==> src/rtl/coal_pkg.sv <==
// Package: shared types of the warp coalescer.
// Assumes nothing beyond IEEE 1800-2017 packages.
package coal_pkg;
    typedef enum logic [0:0] {
        ST_IDLE  = 1'b0,
        ST_ISSUE = 1'b1
    } coal_state_t;
endpackage

==> src/rtl/coal_lane_regs.sv <==
// Module: coal_lane_regs
// Holds the segment index of every lane and the set of lanes whose segment
// is still waiting to be issued. On load it captures the indices and the
// active mask. On clear it drops every pending lane named in clr_mask.
// Assumes load and clear are never asserted in the same cycle.
module coal_lane_regs #(
    parameter int LANES = 32,
    parameter int IDX_W = 25
) (
    input  logic                   clk,
    input  logic                   rst_n,
    input  logic                   load,
    input  logic [LANES*IDX_W-1:0] load_idx,
    input  logic [LANES-1:0]       load_mask,
    input  logic                   clr,
    input  logic [LANES-1:0]       clr_mask,
    output logic [LANES*IDX_W-1:0] idx_q,
    output logic [LANES-1:0]       pend_q
);

    // Capture lane segment indices when a warp is accepted.
    always_ff @(posedge clk) begin
        if (!rst_n) begin
            idx_q <= '0;
        end else if (load) begin
            idx_q <= load_idx;
        end
    end

    // Track lanes whose segment has not yet been handed over.
    always_ff @(posedge clk) begin
        if (!rst_n) begin
            pend_q <= '0;
        end else if (load) begin
            pend_q <= load_mask;
        end else if (clr) begin
            pend_q <= pend_q & ~clr_mask;
        end
    end

endmodule

==> src/rtl/coal_first_pick.sv <==
// Module: coal_first_pick
// Finds the lowest-numbered set bit of a request vector and returns its
// index plus an any-set flag. Purely combinational.
// Assumes LANES >= 2.
module coal_first_pick #(
    parameter int LANES = 32,
    localparam int SEL_W = $clog2(LANES)
) (
    input  logic [LANES-1:0] req,
    output logic [SEL_W-1:0] sel,
    output logic             any
);

    // Scan from the top down so the lowest set bit wins.
    always_comb begin
        sel = '0;
        for (int i = LANES - 1; i >= 0; i--) begin
            if (req[i]) begin
                sel = SEL_W'(i);
            end
        end
        any = |req;
    end

endmodule

==> src/rtl/coal_seg_match.sv <==
// Module: coal_seg_match
// Compares every lane's segment index with one reference index and flags
// the lanes that share it. One comparator per lane, built by generate.
// Assumes indices are packed lane 0 in the lowest bits.
module coal_seg_match #(
    parameter int LANES = 32,
    parameter int IDX_W = 25
) (
    input  logic [LANES*IDX_W-1:0] idx,
    input  logic [IDX_W-1:0]       ref_idx,
    output logic [LANES-1:0]       hit
);

    for (genvar g = 0; g < LANES; g++) begin : g_cmp
        // Flag lane g when it lies in the reference segment.
        always_comb begin
            hit[g] = (idx[g*IDX_W +: IDX_W] == ref_idx);
        end
    end

endmodule

==> src/rtl/warp_coalescer.sv <==
// Module: warp_coalescer (top)
// Reduces one warp load to one transfer request per distinct aligned
// segment touched by the active lanes. Segments are issued in order of the
// lowest active lane touching each, one per valid/ready handshake, and a
// one-cycle done pulse reports how many were issued.
// Assumes the memory side may hold seg_ready low for any number of cycles.
module warp_coalescer #(
    parameter int LANES    = 32,
    parameter int ADDR_W   = 32,
    parameter int SEG_LOG2 = 7,
    localparam int IDX_W   = ADDR_W - SEG_LOG2,
    localparam int SEL_W   = $clog2(LANES),
    localparam int CNT_W   = $clog2(LANES + 1)
) (
    input  logic                    clk,
    input  logic                    rst_n,
    input  logic                    req_valid,
    input  logic [LANES*ADDR_W-1:0] req_addr,
    input  logic [LANES-1:0]        req_mask,
    output logic                    busy,
    output logic                    seg_valid,
    input  logic                    seg_ready,
    output logic [ADDR_W-1:0]       seg_addr,
    output logic                    done,
    output logic [CNT_W-1:0]        seg_count
);
    import coal_pkg::*;

    coal_state_t              state_q;
    logic                     accept;
    logic                     fire;
    logic [LANES*IDX_W-1:0]   in_idx;
    logic [LANES*IDX_W-1:0]   idx_q;
    logic [LANES-1:0]         pend_q;
    logic [LANES-1:0]         hit;
    logic [SEL_W-1:0]         sel;
    logic                     any_pend;
    logic [IDX_W-1:0]         cur_idx;
    logic [CNT_W-1:0]         cnt_q;

    for (genvar g = 0; g < LANES; g++) begin : g_idx
        // Drop the in-segment offset bits of lane g.
        always_comb begin
            in_idx[g*IDX_W +: IDX_W] = req_addr[g*ADDR_W + SEG_LOG2 +: IDX_W];
        end
    end

    coal_lane_regs #(
        .LANES (LANES),
        .IDX_W (IDX_W)
    ) u_regs (
        .clk       (clk),
        .rst_n     (rst_n),
        .load      (accept),
        .load_idx  (in_idx),
        .load_mask (req_mask),
        .clr       (fire),
        .clr_mask  (hit),
        .idx_q     (idx_q),
        .pend_q    (pend_q)
    );

    coal_first_pick #(
        .LANES (LANES)
    ) u_pick (
        .req (pend_q),
        .sel (sel),
        .any (any_pend)
    );

    // Select the segment index of the lowest pending lane.
    always_comb begin
        cur_idx = idx_q[sel*IDX_W +: IDX_W];
    end

    coal_seg_match #(
        .LANES (LANES),
        .IDX_W (IDX_W)
    ) u_match (
        .idx     (idx_q),
        .ref_idx (cur_idx),
        .hit     (hit)
    );

    // Handshake and end-of-warp decode.
    always_comb begin
        busy      = (state_q == ST_ISSUE);
        accept    = req_valid && (state_q == ST_IDLE);
        seg_valid = busy && any_pend;
        fire      = seg_valid && seg_ready;
        done      = busy && !any_pend;
        seg_addr  = {cur_idx, {SEG_LOG2{1'b0}}};
        seg_count = cnt_q;
    end

    // Control state: idle until accepted, issue until nothing is pending.
    always_ff @(posedge clk) begin
        if (!rst_n) begin
            state_q <= ST_IDLE;
        end else if (accept) begin
            state_q <= ST_ISSUE;
        end else if (done) begin
            state_q <= ST_IDLE;
        end
    end

    // Count transfers handed over for the current warp.
    always_ff @(posedge clk) begin
        if (!rst_n) begin
            cnt_q <= '0;
        end else if (accept) begin
            cnt_q <= '0;
        end else if (fire) begin
            cnt_q <= cnt_q + CNT_W'(1);
        end
    end

endmodule

==> config.mk <==
export PLATFORM = sky130hd
export DESIGN_NAME = warp_coalescer
export DESIGN_NICKNAME = d
export VERILOG_FILES = /design/src/rtl/coal_pkg.sv /design/src/rtl/coal_lane_regs.sv /design/src/rtl/coal_first_pick.sv /design/src/rtl/coal_seg_match.sv /design/src/rtl/warp_coalescer.sv
export SDC_FILE = /design/constraint.sdc
export NUM_CORES = 2
export LEC_CHECK = 0
export BUFFER_PORTS_ARGS = -buffer_cell sky130_fd_sc_hd__clkbuf_2
export CAP_MARGIN = 20
export CORE_AREA = 2 2 426 428
export DETAILED_ROUTE_END_ITERATION = 7
export DIE_AREA = 0 0 428 430
export HOLD_SLACK_MARGIN = 0.12
export MAX_ROUTING_LAYER = met4
export PLACE_DENSITY = 0.52
export SLEW_MARGIN = 40
export SYNTH_ARGS = -nofsm -noshare
export SYNTH_HDL_FRONTEND = slang
export SYNTH_HIERARCHICAL = 1
export SYNTH_SLANG_ARGS = --single-unit
==> constraint.sdc <==
create_clock -name clk -period 4.11 [get_ports clk]
set_clock_uncertainty 0.2 [all_clocks]
set_input_delay 0.822 -clock clk [delete_from_list [all_inputs] [get_ports clk]]
set_output_delay 0.822 -clock clk [all_outputs]
set_load 0.05 [all_outputs]
==> run summary <==
Status = finished, violations left
Failing checks = setup timing
Fraction of layout cells with a size suffix above 1 = 34.6%
Final slew viol count = 0
Number of global-route vias before repair = 47,600
Hold Fails Final Rpt = 0
Starting Density = 27.8%
Commonest cells after routing, fill and taps aside = 1,061 x mux2i_1, 842 x clkbuf_2, 833 x dfxtp_1, 802 x nor2b_1, 659 x buf_4
Number of clock sinks = 839
I/O pins = 1,101
Critical path class = reg2out
# DRC = 0
Yosys cell types = 50
P per Cell Area = 616 nW/um^2
Min Tclk post-route = 5.34 ns
Fin crit share = 130%
CTS tree = done
Worst Path Required = 3.09 ns
Buffer type at the clock tree root = clkbuf_16
Initial antenna violation count = 41
First drt pass iteration count = 5
Slew headroom = 47.7%
Die ar. = 184,000 sq um
Max rail drop VDD = 0.331 mV
Via Count = 47,500
Critical Path End Type = output pin
Die height = 430 microns
Worst slew pin tran = 0.784 ns
Leakage = 32.9 nW
Seq/Total Area, Yosys = 33.6%
Grt ovf = 0
Worst slack, placed = -1.83 ns
Synthesized area per cell = 10.1 sq um
Total GRT Usage = 30.8%
WL/cell = 30.4 microns
Placeable core region = 180,000 sq um
Yosys warns = 6
Max Cap Viol = 0
Synth Flop Type = dfxtp_1
PnR worst setup slack = -1.23 ns
Critical Path Fanout Max = 14
Antenna Nets Post-Route = 0
Post-Synthesis Cells = 4,950
Layout area overhead = 54.5%
Fmax = 187 MHz
HP Class = in2reg
Clock-pin transition on the worst setup and hold timing paths = 0.07 ns
Commonest non-fill, non-tap cell in the layout = mux2i_1
First-pass GRT wire length = 385,000 microns
Mapped Area = 50,000 sq um
Clk Latency, worst-skew pair = 0.79 ns
RSZ-0062 raised after global routing = yes
Die width = 428 microns
DP Wirelength = 223,000 microns
DR vias/cell = 4.97
Largest net degree at the start of global routing = 159
H-tree depth = 3
Nets = 8,120
Final setup fails = 57
Inserted Clock Buffers = 101
Element type at the critical path start = register
RePlAce Congestion = 1.03
EDFF count, synth = 0
Maximum root-to-sink buffer count = 3
Num rows = 156
Final wirelength = 291,000 microns
CP arrival = 4.32 ns
Yosys reg bits = 839
Fraction of registers with async set/reset = 0%
Initial DRC count = 4,218
PortBufs = 869
Final core utilization = 43.0%
[critical path, cell delays in order, from the launching register on]
cell and delay (ns):
dfxtp_2 0.34, buf_4 0.14, or4_1 0.57, a21oi_1 0.23
o21ai_1 0.09, nand2_1 0.09, a21boi_2 0.08, buf_4 0.14
nor2b_4 0.23, buf_4 0.32, a22oi_1 0.24, a31oi_4 0.38
nand3_4 0.13, buf_12 0.15, buf_12 0.12, buf_8 0.11
buf_12 0.14
[kinds of logic (layout without fill, tap and decap cells)]
family	Yosys count	in the layout	share of synthesized area [%]
AO/OA/AOI/OAI	280	280	3.86
multiplexers	1201	1201	24.0
flip-flops	839	839	33.6
adder cells (fa/ha/maj)	1	1	0.0250
other	1	43	0.00750
XOR/XNOR	805	805	14.1
buffers and inverters	404	2586	6.83
AND/OR/NAND/NOR	1419	1419	17.6
[metal layers]
| metal | track usage (%) | vias up | part of all wire, % |
|---|---|---|---|
| met3 | 3.42 | 677 | 5.3 |
| li1 | - | 21300 | - |
| met1 | 38.3 | 23400 | 42 |
| met4 | 16.1 | 0 | 6.4 |
| met5 | - | - | 0 |
| met2 | 49.3 | 2134 | 46 |
[stage by stage]
| step | hold WS, ns | area [sq um] | TNS, ns | total power, W | std cells |
|---|---|---|---|---|---|
| floorplan | 0.272 | 50400 | 0 | 0.0216 | 4956 |
| finish | 0.150 | 77300 | -58.45 | 0.0476 | 9544 |
| global placement | 0.300 | 61900 | -82.09 | 0.0320 | 8555 |
| detailed placement | 0.318 | 61900 | -79.75 | 0.0320 | 8555 |
| global route | 0.137 | 77300 | -68.92 | 0.0486 | 9539 |
| CTS | 0.120 | 74700 | -69.39 | 0.0450 | 9408 |
[synth_stat cells, types with 48 or more instances]
cell | instances | share of area [%]
nor4_1 | 57 | 0.71
buf_8 | 91 | 2.7
dfxtp_1 | 839 | 34
nor2b_1 | 805 | 10
clkbuf_1 | 111 | 0.83
a21oi_1 | 82 | 0.82
a22o_1 | 50 | 0.88
a22oi_1 | 75 | 1.1
mux2i_1 | 1201 | 24
buf_2 | 82 | 0.82
xor2_1 | 451 | 7.9
buf_6 | 65 | 1.5
xnor2_1 | 354 | 6.2
nor2_1 | 48 | 0.36
nand3_1 | 109 | 1.1
nand4_1 | 98 | 1.2
nor4_2 | 78 | 2.0
nand2_1 | 144 | 1.1
[cell type report]
cell class              instances  area (sq um)
fillers                     17300        103000
flip-flops and latches        839         16800
clock buffers                 135          2860
clock inverters                47           581
inverters                       6          22.5
well taps                    2370          2970
multi-input cells            3713         33100
repair buffers               2398         20900
diodes                         36          90.1
[report_power, final]
part           internal (W)  switching [W]
Clock               0.00547        0.00408
Combinational        0.0133         0.0152
Sequential          0.00868       0.000898
Total                0.0275         0.0202
[state kept, by name (all words and copies together), names as in the netlist]
signal,cells
u_regs/idx_q,800
u_regs/pend_q,32
seg_count,6
busy,1
[path summary, 6_finish.rpt]
path / start / endpoint / slack (ns) / cells after the start
hold / removal: req_addr[317] / u_regs/idx_q[247] / 0.15 / 3
hold reg to reg: seg_count[5] / seg_count[5] / 0.33 / 2
setup / recovery: u_regs/pend_q[30] / seg_addr[12] / -1.23 / 16
setup reg to reg: u_regs/pend_q[28] / u_regs/pend_q[29] / -1.06 / 28
[timing repair]
action / CTS / global route
buffers inserted: 104 / 118
gates cloned: 15 / 7
endpoints found under the hold margin: 572 / 0
hold buffers: 572 / 0
resized for setup: 483 / 338
setup endpoints to repair: 59 / 59
pin swaps: 131 / 216
Power figures use the tool's default switching activity.
